## src/rtl/irqc_pkg.sv

```systemverilog
package irqc_pkg;

    localparam int DW = 32;
    localparam int AW = 5;

    // Word indices (rb_addr[4:2])
    localparam logic [2:0] W_REQ  = 3'd0;
    localparam logic [2:0] W_MASK = 3'd1;
    localparam logic [2:0] W_PEND = 3'd2;
    localparam logic [2:0] W_CTRL = 3'd3;
    localparam logic [2:0] W_DEST = 3'd4;

    typedef struct packed {
        logic [DW-1:0] req;
        logic [DW-1:0] mask;
        logic [DW-1:0] pend;
        logic [DW-1:0] dest;
        logic          quiet;
        logic          mask_bad;
    } regs_t;

    // Byte-lane merge: lane i covers bits 8i+7..8i, lane 3 is the lowest byte address.
    function automatic logic [DW-1:0] lane_merge(input logic [DW-1:0] old_v,
                                                 input logic [DW-1:0] new_v,
                                                 input logic [3:0]    be);
        logic [DW-1:0] r;
        r = old_v;
        for (int i = 0; i < 4; i++) begin
            if (be[i]) r[8*i +: 8] = new_v[8*i +: 8];
        end
        return r;
    endfunction

endpackage

```

## src/rtl/irqc_edge.sv

```systemverilog
module irqc_edge #(
    parameter int N = 24
) (
    input  logic         clk,
    input  logic         rst_n,
    input  logic [N-1:0] lvl,
    output logic [N-1:0] rise
);
    logic [N-1:0] prev_d, prev_q;

    always_comb begin
        prev_d = lvl;
    end

    always_ff @(posedge clk) begin
        if (!rst_n) prev_q <= '0;
        else        prev_q <= prev_d;
    end

    assign rise = lvl & ~prev_q;
endmodule

```

## src/rtl/irqc_msg_slot.sv

```systemverilog
module irqc_msg_slot #(
    parameter int W = 32
) (
    input  logic         clk,
    input  logic         rst_n,
    input  logic         fire,
    input  logic [W-1:0] fire_val,
    input  logic         ack,
    output logic         busy,
    output logic [W-1:0] cur_val
);
    typedef struct packed {
        logic         busy;
        logic [W-1:0] cur;
        logic         slot_v;
        logic [W-1:0] slot;
    } q_t;

    q_t st_d, st_q;
    logic done;

    always_comb begin
        st_d = st_q;
        done = st_q.busy && ack;
        if (!st_q.busy) begin
            if (fire) begin
                st_d.busy = 1'b1;
                st_d.cur  = fire_val;
            end
        end else if (!done) begin
            if (fire && !st_q.slot_v) begin
                st_d.slot_v = 1'b1;
                st_d.slot   = fire_val;
            end
        end else if (st_q.slot_v) begin
            st_d.cur    = st_q.slot;
            st_d.slot_v = fire;
            if (fire) st_d.slot = fire_val;
        end else if (fire) begin
            st_d.cur = fire_val;
        end else begin
            st_d.busy = 1'b0;
        end
    end

    always_ff @(posedge clk) begin
        if (!rst_n) st_q <= '0;
        else        st_q <= st_d;
    end

    assign busy    = st_q.busy;
    assign cur_val = st_q.cur;
endmodule

```

## src/rtl/irq_msg_aggregator.sv

```systemverilog
module irq_msg_aggregator
    import irqc_pkg::*;
#(
    parameter int          NUM_IRQ    = 24,
    parameter logic [31:0] RESET_DEST = 32'hFFFB_0003
) (
    input  logic               clk,
    input  logic               rst_n,
    input  logic [NUM_IRQ-1:0] irq_in,
    input  logic [4:0]         rb_addr,
    input  logic               rb_wr,
    input  logic               rb_rd,
    input  logic [3:0]         rb_be,
    input  logic [31:0]        rb_wdata,
    output logic [31:0]        rb_rdata,
    output logic               msg_req,
    input  logic               msg_ack,
    output logic [31:0]        msg_addr,
    output logic [31:0]        msg_data,
    output logic               mask_bad
);
    localparam logic [DW-1:0] IMPL = (32'h1 << NUM_IRQ) - 32'h1;

    regs_t st_d, st_q;
    logic [NUM_IRQ-1:0] irq_rise;
    logic [DW-1:0]      rise_w;
    logic [DW-1:0]      mask_new;
    logic [2:0]         widx;
    logic               fire;
    logic               q_busy;
    logic [DW-1:0]      q_val;

    irqc_edge #(.N(NUM_IRQ)) u_edge (
        .clk  (clk),
        .rst_n(rst_n),
        .lvl  (irq_in),
        .rise (irq_rise)
    );

    always_comb begin
        rise_w = '0;
        rise_w[NUM_IRQ-1:0] = irq_rise;
    end

    assign widx = rb_addr[4:2];
    assign fire = (|(rise_w & st_q.mask)) && !st_q.quiet;

    irqc_msg_slot #(.W(DW)) u_slot (
        .clk     (clk),
        .rst_n   (rst_n),
        .fire    (fire),
        .fire_val(st_q.dest),
        .ack     (msg_ack),
        .busy    (q_busy),
        .cur_val (q_val)
    );

    always_comb begin
        st_d     = st_q;
        mask_new = lane_merge(st_q.mask, rb_wdata, rb_be);

        st_d.req = st_q.req | (rise_w & st_q.mask);

        if ((rb_rd || rb_wr) && widx == W_PEND) st_d.pend = '0;
        st_d.pend = st_d.pend | rise_w;

        if (rb_wr) begin
            case (widx)
                W_MASK: begin
                    st_d.mask = mask_new;
                    if (((mask_new & ~IMPL) != '0) && (mask_new != '1))
                        st_d.mask_bad = 1'b1;
                end
                W_CTRL: if (rb_be[0]) st_d.quiet = rb_wdata[0];
                W_DEST: st_d.dest = lane_merge(st_q.dest, rb_wdata, rb_be);
                default: ;
            endcase
        end
    end

    always_ff @(posedge clk) begin
        if (!rst_n) begin
            st_q      <= '0;
            st_q.dest <= RESET_DEST;
        end else begin
            st_q <= st_d;
        end
    end

    always_comb begin
        case (widx)
            W_REQ:   rb_rdata = st_q.req;
            W_MASK:  rb_rdata = st_q.mask;
            W_PEND:  rb_rdata = st_q.pend;
            W_CTRL:  rb_rdata = {31'b0, st_q.quiet};
            W_DEST:  rb_rdata = st_q.dest;
            default: rb_rdata = '0;
        endcase
    end

    assign msg_req  = q_busy;
    assign msg_addr = {q_val[31:5], 5'b0};
    assign msg_data = {27'b0, q_val[4:0]};
    assign mask_bad = st_q.mask_bad;
endmodule

```

## config.mk

```make
export PLATFORM = sky130hd
export DESIGN_NAME = irq_msg_aggregator
export DESIGN_NICKNAME = d
export VERILOG_FILES = /design/src/rtl/irqc_pkg.sv /design/src/rtl/irqc_edge.sv /design/src/rtl/irqc_msg_slot.sv /design/src/rtl/irq_msg_aggregator.sv
export SDC_FILE = /design/constraint.sdc
export NUM_CORES = 1
export LEC_CHECK = 0
export BUFFER_PORTS_ARGS = -buffer_cell sky130_fd_sc_hd__buf_2
export CAP_MARGIN = 20
export CORE_ASPECT_RATIO = 0.75
export CORE_UTILIZATION = 45
export DETAILED_ROUTE_END_ITERATION = 6
export GPL_ROUTABILITY_DRIVEN = 0
export PLACE_DENSITY = 0.73
export SYNTH_ARGS = -nofsm -noshare
export SYNTH_HDL_FRONTEND = slang
export SYNTH_SLANG_ARGS = --single-unit
```

## constraint.sdc

```tcl
create_clock -name clk -period 1.7 [get_ports clk]
set_input_delay 0.34 -clock clk [delete_from_list [all_inputs] [get_ports clk]]
set_output_delay 0.34 -clock clk [all_outputs]
set_load 0.02 [all_outputs]
```

# --- Word-level counts from Yosys, hierarchy flattened ---
# Cells that the tools add are included.
word_totals:
  word_cells: 67
  output_inout_bits: 98
  register_bits: 220
  in_bits: 70
op_classes:
  eq_ne: 8
  n_bitwise: 5
  reduce_logical: 24
  muxes: 16
ops:
  columns: ["operator", "count"]
  rows:
  - ["33-bit two-way mux", 6]
  - ["32-bit case mux with 5 select lines", 1]
  - ["32-bit two-way mux", 3]
  - ["24-bit by 32-bit AND with 32-bit output", 1]
  - ["8-bit two-way mux", 4]
  - ["32-bit inequality test (second input constant)", 1]
  - ["32-bit by 24-bit bitwise OR with 32-bit output", 1]
  - ["32-bit bitwise OR", 1]
  - ["32-bit nonzero test", 1]
  - ["32-bit OR reduction", 1]
  - ["24-bit AND", 1]
  - ["24-bit inverter", 1]
  - ["3-bit AND reduction", 7]
  - ["3-bit by 2-bit equality test with 1-bit output (second input constant)", 2]
  - ["2-bit nonzero test", 3]
  - ["1-bit logical AND", 5]
  - ["2-bit by 1-bit inequality test with 1-bit output (second input constant)", 2]
  - ["2-bit AND reduction", 2]
  - ["4-bit AND reduction", 1]
  - ["3-bit by 1-bit equality test with 1-bit output (second input constant)", 1]
  - ["3-bit equality test (second input constant)", 1]
  - ["3-bit logical NOT", 1]
  - ["1-bit logical NOT", 2]
  - ["1-bit two-way mux", 2]
  - ["other kinds (2)", 2]

# --- Depth between registers and ports, before layout ---
# Gate-level depths: netlist of run 1.
depth:
  word_depth: 9
  depth_mapped: 7
  depth_no_buf: 5

# --- Modules after synthesis ---
# A second synthesis of run 1 with hierarchy kept.
unflattened:
  hier_cells: 992
  area_unflattened_um2: 9186.3
modules_own_cells:
  columns: ["mod", "seq_area_each_um2", "cells_per_inst", "area_per_inst_um2", "instances"]
  rows:
  - ["irq_msg_aggregator", 2282.2, 558, 5337.6, 1]
  - ["irqc_msg_slot", 1321.3, 360, 3045.4, 1]
  - ["irqc_edge", 480.5, 74, 803.3, 1]

# --- Worst setup path after synthesis of run 1 ---
# No wires, ideal clock.
synth_path:
  kind: "in2out"
  from: "in rb_addr[4]"
  to: "out rb_rdata[20]"
  t_arrival_ns: 1.596
  path_buffers: 3
  path_stages: 7
  required_ns: 1.360
  path_slack_ns: -0.236
  cell_sequence: "nor2b_1 > buf_2 > nor2b_1 > buf_2 > buf_1 > a22oi_1 > nand2_1"
synth_between:
  elab_chain_len: 2
  word_cells_on_any_way: 6
  cone_classes: "eq/ne (4); mux (1); reduce/logical (1)"
synth_rtl:
  columns: ["element", "line", "rtl"]
  rows:
  - ["start, declared", "irq_msg_aggregator.sv:10", "input logic [4:0] rb_addr,"]
  - ["3-bit equality test, or another cell as far along", "irq_msg_aggregator.sv:91", "case (widx)"]
  - ["32-bit case mux with 5 select lines *", "irq_msg_aggregator.sv:91", null]
  - ["end, declared", "irq_msg_aggregator.sv:15", "output logic [31:0] rb_rdata,"]
# Mark *: on every way between the ends. The rest lies on a longest branch, timed or not.

# --- Worst setup path after layout of run 1 ---
layout_path:
  from: "reg st_q[66] (netlist name)"
  to: "reg u_slot.st_q, in the netlist u_slot.cur_val[8]"
layout_between:
  elab_chain_len: 5
  word_cells_on_any_way: 6
  cone_classes: "bitwise (1); reduce/logical (5)"
layout_rtl:
  columns: ["element", "line", "rtl"]
  rows:
  - ["start, declared", "irq_msg_aggregator.sv:24", "regs_t st_d, st_q;"]
  - ["start signal, assigned", "irq_msg_aggregator.sv:86", "st_q <= st_d;"]
  - ["24-bit by 32-bit AND with 32-bit output *", "irq_msg_aggregator.sv:46", "assign fire = (|(rise_w & st_q.mask)) && !st_q.quiet;"]
  - ["32-bit OR reduction *", "irq_msg_aggregator.sv:46", null]
  - ["1-bit logical AND *", "irq_msg_aggregator.sv:46", null]
  - ["2-bit nonzero test (no line)", null, null]
  - ["3-bit AND reduction (no line) *", null, null]
  - ["end signal, assigned", "irqc_msg_slot.sv:48", "else st_q <= st_d;"]
  - ["end, declared", "irqc_msg_slot.sv:19", "q_t st_d, st_q;"]
# Marked as above.
# A chain may end at the register's enable or synchronous reset.

==> flow_summary_export.csv, run 1 <==
group,metric,value,unit
status,status,"finished with violations",
status,violations,"setup timing",
route,firstDrtPassIters,5,
floorplan,die_area,0.0215,sq mm
floorplan,core_area,0.0204,sq mm
timing,fin_hold_ws,0.0719,ns
cells_and_area,fin_area,0.0121,sq mm
job,cap_violations,0,
cells_and_area,drive_gt1_frac,0.290,
floorplan,start_util,0.461,
clock_tree,cts_root_buffer,"clkbuf_16",
grt,grt_max_degree,53,
floorplan,die_width,169,microns
yosys,synth_cell_types,46,
placed_design,post-place-ws,-0.389,ns
placed_design,hpwl,17.9,mm
clock_tree,numCtsBuffers,21,
yosys,syn_inst,1017,
grt,grt_util_all_layers,0.251,
clock_tree,cts_hold_buf,0,
grt,gr-total-overflow,0,
timing,fin_crit,2.08,ns
floorplan,rows,45,
timing,setup_viol,90,
route,routed_wl,27.1,mm
timing,fin_skew,0.0123,ns
route,wl_per_cell,18.2,microns
grt,antenna_found_initial,1,
timing,clock.fmax,0.480,GHz
grt,grt_pass1_wl,41.9,mm
timing,hold_viol,0,
yosys,ys.flop_type,"dfxtp_1",
clock_tree,clock_sinks,204,
timing,finalMaxSlewViolations,0,
power_and_ir_drop,power_leakage,0.00518,uW
cells_and_area,final_util,0.593,
yosys,netlist_area,0.00940,sq mm
power_and_ir_drop,vdd_drop_max,0.512,mV
cells_and_area,area_growth,28.5,%
floorplan,io_pins,168,
cells_and_area,layout_commonest_cell,"dfxtp_1",
grt,grt_pass1_vias,7574,
route,route.detailed.drc,0,
placed_design,placed_area,0.0106,sq mm
clock_tree,clock_latency,0.50,ns
cells_and_area,final_nets,1262,
timing,rsz0062_at_grt,"yes",
power_and_ir_drop,power.density,930,mW/mm^2
yosys,synth-async-reset-ratio,0,
worst_hold_path,hold_class,"in2reg",
setup_path,cp.required,2.11,ns
yosys,synth.avg_cell_area,9.24,sq um
yosys,ys_warn_count,0,
cells_and_area,fillers,1723,
clock_tree,clockBufferDepth,3,
setup_path,crit_type,"reg2reg",
clock_tree,htree_levels,1,
floorplan,die_h,127,microns
timing,finalSetupTns,-24.21,ns
setup_path,end_kind,"register",
yosys,ys_ff_latch,204,
yosys,synth_edf_count,0,
route,ant_nets,0,
route,drt_iter0_markers,835,
timing,setup_ws,-0.382,ns
yosys,yosysSeqAreaShare,0.434,
route,viasPerCell,5.32,
placed_design,io_buffers,133,
clock_tree,cts.clk_slew.worst_paths,0.07,ns
setup_path,critPathLaunchType,"register",
setup_path,critPathMaxFanout,7,
cells_and_area,layout_common_cells,"dfxtp_1, nand2_1, buf_2",
route,via_count,7925,
clock_tree,cts_tree,"yes",
setup_path,worst_ep_arrival_time,2.49,ns
timing,period_share,1.22,
## per-stage QoR
step	std cells	power [uW]
3_5_place_dp	1419	6640
5_1_grt	1489	11600
4_1_cts	1488	11200
2_1_floorplan	1048	6270
3_3_place_gp	1419	6610
6_report	1489	11200
## layout make-up
class / instances / area (sq um) / share of cell area
Multi-Input combinational cell: 669 / 4570 / 0.378
Sequential cell: 204 / 4100 / 0.339
Timing Repair Buffer: 246 / 2220 / 0.183
Clock buffer: 30 / 609 / 0.0505
Tap cell: 282 / 353 / 0.0292
Inverter: 50 / 188 / 0.0155
Clock inverter: 7 / 40.0 / 0.00332
Antenna cell: 1 / 2.50 / 0.000207
## final timing paths
kind | from | end | slack [ns] | cells after the start
max | st_q[66]$_SDFFE_PN0P_ | u_slot.cur_val[8]$_SDFFE_PN0P_ | -0.38 | 8
min | irq_in[7] | u_edge.prev_q[7]$_SDFF_PN0_ | 0.07 | 2
max reg2reg | st_q[66]$_SDFFE_PN0P_ | u_slot.cur_val[8]$_SDFFE_PN0P_ | -0.38 | 8
min reg2reg | u_slot.st_q[12]$_SDFFE_PN0P_ | u_slot.st_q[12]$_SDFFE_PN0P_ | 0.45 | 2
## timing repair
| item | 4_1_cts | 5_1_grt |
|---|---|---|
| pin swaps | 49 | 23 |
| endpoints found under the setup margin | 90 | 90 |
| gates resized for setup | 93 | 24 |
| gates cloned | 11 | 1 |
| endpoints found under the hold margin | 0 | 0 |
| setup buffers | 25 | 5 |
## state kept, by name, indices dropped and copies added (netlist names)
register / flops
st_q: 113
u_slot.st_q: 33
u_slot.cur_val: 32
u_edge.prev_q: 24
mask_bad: 1
u_slot.busy: 1
## synth_stat cells, types with 2 or more instances
cell | n | area share
buf_6 | 6 | 0.0072
a22oi_1 | 12 | 0.0096
clkbuf_1 | 47 | 0.019
nor4_1 | 4 | 0.0027
and3_1 | 3 | 0.0020
a21oi_1 | 28 | 0.015
a221oi_2 | 29 | 0.046
dfxtp_1 | 204 | 0.43
o21a_1 | 11 | 0.0088
nand4_1 | 18 | 0.012
a22o_1 | 23 | 0.021
a21boi_0 | 23 | 0.018
nor3_1 | 3 | 0.0016
and3b_2 | 4 | 0.0043
a21oi_4 | 2 | 0.0035
buf_2 | 3 | 0.0016
nand3b_1 | 20 | 0.016
buf_1 | 3 | 0.0012
clkbuf_8 | 3 | 0.0044
a221o_1 | 22 | 0.023
and3b_1 | 4 | 0.0037
mux2i_1 | 75 | 0.080
o21ai_0 | 33 | 0.018
buf_4 | 64 | 0.051
and2_1 | 24 | 0.016
nand2_1 | 116 | 0.046
nor2_1 | 42 | 0.017
a221oi_1 | 3 | 0.0028
nand3_1 | 30 | 0.016
nor2b_1 | 93 | 0.062
inv_1 | 50 | 0.020
## per-layer routing
| metal | GRT usage | vias up | routed length [microns] |
|---|---|---|---|
| li1 | - | 3782 | - |
| met1 | 0.357 | 3779 | 12500 |
| met2 | 0.398 | 325 | 12100 |
| met3 | 0.0341 | 39 | 1910 |
| met4 | 0.0690 | 0 | 572 |
| met5 | 0 | - | 0 |
## cells by family (layout without fill, tap and decap cells)
group / count (synthesis) / after routing / share of synthesized area
other: 1 / 33 / 0.000399
AO/OA/AOI/OAI: 191 / 192 / 0.171
buffers and inverters: 176 / 333 / 0.104
XOR/XNOR: 1 / 1 / 0.000932
AND/OR/NAND/NOR: 368 / 368 / 0.208
multiplexers: 76 / 76 / 0.0810
flip-flops: 204 / 204 / 0.434
## report_power, final
group          leakage, uW  total [uW]  switching [uW]  internal (uW)
combinational      0.00319        1680             918            762
clock             0.000319        4440            1950           2490
sequential         0.00167        5110             126           4980
total              0.00518       11200            2990           8240
## critical path: stages (launching register included)
cell and delay, ns:
dfxtp_2 0.33, buf_6 0.11, and3b_2 0.20, or4_4 0.49
nor2_4 0.20, a21oi_4 0.16, buf_4 0.18, buf_6 0.12
a221oi_2 0.20
Power figures use the tool's default switching activity.
==> inputs of run 2 (changes only) <==
--- a/config.mk
+++ b/config.mk
@@ -12,6 +12,7 @@
 export DETAILED_ROUTE_END_ITERATION = 6
 export GPL_ROUTABILITY_DRIVEN = 0
 export PLACE_DENSITY = 0.73
+export SKIP_CTS_REPAIR_TIMING = 1
 export SYNTH_ARGS = -nofsm -noshare
 export SYNTH_HDL_FRONTEND = slang
 export SYNTH_SLANG_ARGS = --single-unit
==> run 2 against run 1 <==
Effect of this change:
- the run still ends with setup timing left
- largest power group unchanged
- first-iteration DRC count down 8.9%
- global-route usage is 2.3 points lower
- cell count down 0.47%
- sequential cell count did not move
- sequential share of layout area increased by 0.42 points
- wire length about the same
- hold slack worse by 0.0020 ns
- die area is the same
==> flow_summary_export.csv, run 2 (synthesis results as in run 1) <==
group,metric,value,unit
timing,rsz0062_at_grt,"yes",
timing,period_share,1.23,
setup_path,cp.required,1.36,ns
setup_path,crit_slowest_cell,"a221o_1",
clock_tree,numCtsBuffers,21,
clock_tree,cts_tree,"yes",
timing,hold_viol,0,
floorplan,die_area,0.0215,sq mm
power_and_ir_drop,power_leakage,0.00511,uW
route,via_count,7868,
setup_path,critPathLaunchType,"register",
power_and_ir_drop,netSwitchingFraction,0.265,
timing,fin_skew,0.00716,ns
floorplan,die_h,127,microns
grt,grt_pass1_vias,7218,
power_and_ir_drop,switchingPower,2950,uW
placed_design,hpwl,17.9,mm
route,routed_wl,27.1,mm
floorplan,die_width,169,microns
job,cap_violations,0,
clock_tree,cts.clk_slew.worst_paths,0.06,ns
route,firstDrtPassIters,5,
timing,setup_ws,-0.383,ns
clock_tree,clock_sinks,204,
cells_and_area,layout_commonest_cell,"dfxtp_1",
timing,fin_crit,2.08,ns
clock_tree,htree_levels,1,
setup_path,crit_cells,4,
timing,worst_pin_slew,0.572,ns
route,wl_per_cell,18.3,microns
route,route.detailed.drc,0,
setup_path,timing.rr.start,"st_q[67]$_SDFFE_PN0P_",
clock_tree,cts_root_buffer,"clkbuf_16",
grt,gr-total-overflow,0,
power_and_ir_drop,vdd_drop_max,0.511,mV
cells_and_area,layout_common_cells,"dfxtp_1, nand2_1, buf_2",
timing,fin_hold_ws,0.0699,ns
route,viasPerCell,5.31,
setup_path,path_common_cell,"buf_6",
cells_and_area,drive_gt1_frac,0.281,
setup_path,slowest_delay,0.38,ns
timing,relSlewSlack,0.619,
worst_hold_path,holdPathStages,2,
placed_design,io_buffers,133,
setup_path,end_kind,"output pin",
route,drt_iter0_markers,761,
cells_and_area,top_register,"st_q",
grt,grt_pass1_wl,38.6,mm
timing,clock.fmax,0.480,GHz
setup_path,r2r_slack,-0.30,ns
power_and_ir_drop,p_int,8190,uW
setup_path,worst_ep_arrival_time,1.74,ns
worst_hold_path,hold_class,"in2reg",
floorplan,start_util,0.461,
floorplan,io_pins,168,
setup_path,cpLargestDelayFamily,"compound AO/OA/AOI/OAI gates",
setup_path,rr_endpoint,"u_slot.cur_val[22]$_SDFFE_PN0P_",
clock_tree,clock_latency,0.50,ns
timing,setup_viol,90,
timing,finalMaxSlewViolations,0,
worst_hold_path,min_to,"u_edge.prev_q[14]$_SDFF_PN0_",
worst_hold_path,min-delay-start,"irq_in[14]",
setup_path,crit_chain,"buf_6 > mux2_4 > a221o_1 > buf_6",
power_and_ir_drop,pwr-share-comb,0.146,
power_and_ir_drop,seqPwrFrac,0.458,
cells_and_area,final_nets,1255,
cells_and_area,largest_reg_flops,113,
setup_path,critPathMaxFanout,3,
status,violations,"setup timing",
grt,grt_max_degree,53,
setup_path,r2r_cells,6,
grt,grt_util_all_layers,0.228,
power_and_ir_drop,power.density,936,mW/mm^2
cells_and_area,area_growth,26.6,%
power_and_ir_drop,pwr-share-clk,0.396,
cells_and_area,final_util,0.584,
timing,finalSetupTns,-20.81,ns
setup_path,cp_num_buf_inv,2,
floorplan,rows,45,
status,status,"finished with violations",
grt,antenna_found_initial,1,
route,ant_nets,0,
placed_design,post-place-ws,-0.389,ns
setup_path,crit_type,"reg2out",
floorplan,core_area,0.0204,sq mm
clock_tree,clockBufferDepth,3,
[run 2: cell types whose count changed in the layout (fill, tap and decap cells not counted), sizes merged]
cell    delta
buf       -13
bufbuf     -1
clkbuf     +7
[run 2: through the flow]
stage | power, uW | std cells | cell area [sq um]
final | 11100 | 1482 | 11900
after CTS | 11000 | 1456 | 11300
after floorplan | 6270 | 1048 | 9590
after global routing | 11500 | 1482 | 11900
after global placement | 6610 | 1419 | 10600
after detailed placement | 6640 | 1419 | 10600
[run 2: power by group through the flow]
stage | Sequential, uW | Combinational (uW) | Clock (uW)
after global routing | 5120 | 1730 | 4630
after detailed placement | 5210 | 1430 | 0
after CTS | 5100 | 1430 | 4450
after floorplan | 5170 | 1100 | 0
final | 5110 | 1630 | 4410
after global placement | 5200 | 1410 | 0
[run 2: worst max-delay path by stage]
stage	from	end	slack (ns)
after global routing	st_q[66]$_SDFFE_PN0P_	rb_rdata[0]	-0.40
final	st_q[66]$_SDFFE_PN0P_	rb_rdata[0]	-0.38
after global placement	irq_in[14]	u_slot.cur_val[5]$_SDFFE_PN0P_	-0.35
after floorplan	irq_in[1]	u_slot.cur_val[10]$_SDFFE_PN0P_	-0.1
after detailed placement	irq_in[14]	u_slot.cur_val[6]$_SDFFE_PN0P_	-0.39
after CTS	st_q[66]$_SDFFE_PN0P_	rb_rdata[0]	-0.37
[run 2: per-layer routing]
layer,track usage,up-vias,part of all wire
met5,0,-,0
met4,0.0588,0,0.024
met3,0.0291,49,0.067
met2,0.361,299,0.45
met1,0.329,3759,0.46
li1,-,3761,-
[run 2: layout make-up]
| class | count | area, sq um |
|---|---|---|
| fillers | 1768 | 8480 |
| flip-flops and latches | 204 | 4090 |
| inverters | 50 | 188 |
| diodes | 1 | 2.50 |
| multi-input cells | 669 | 4570 |
| clock inverters | 7 | 40.0 |
| repair buffers | 239 | 2050 |
| well taps | 282 | 353 |
| clock buffers | 30 | 609 |
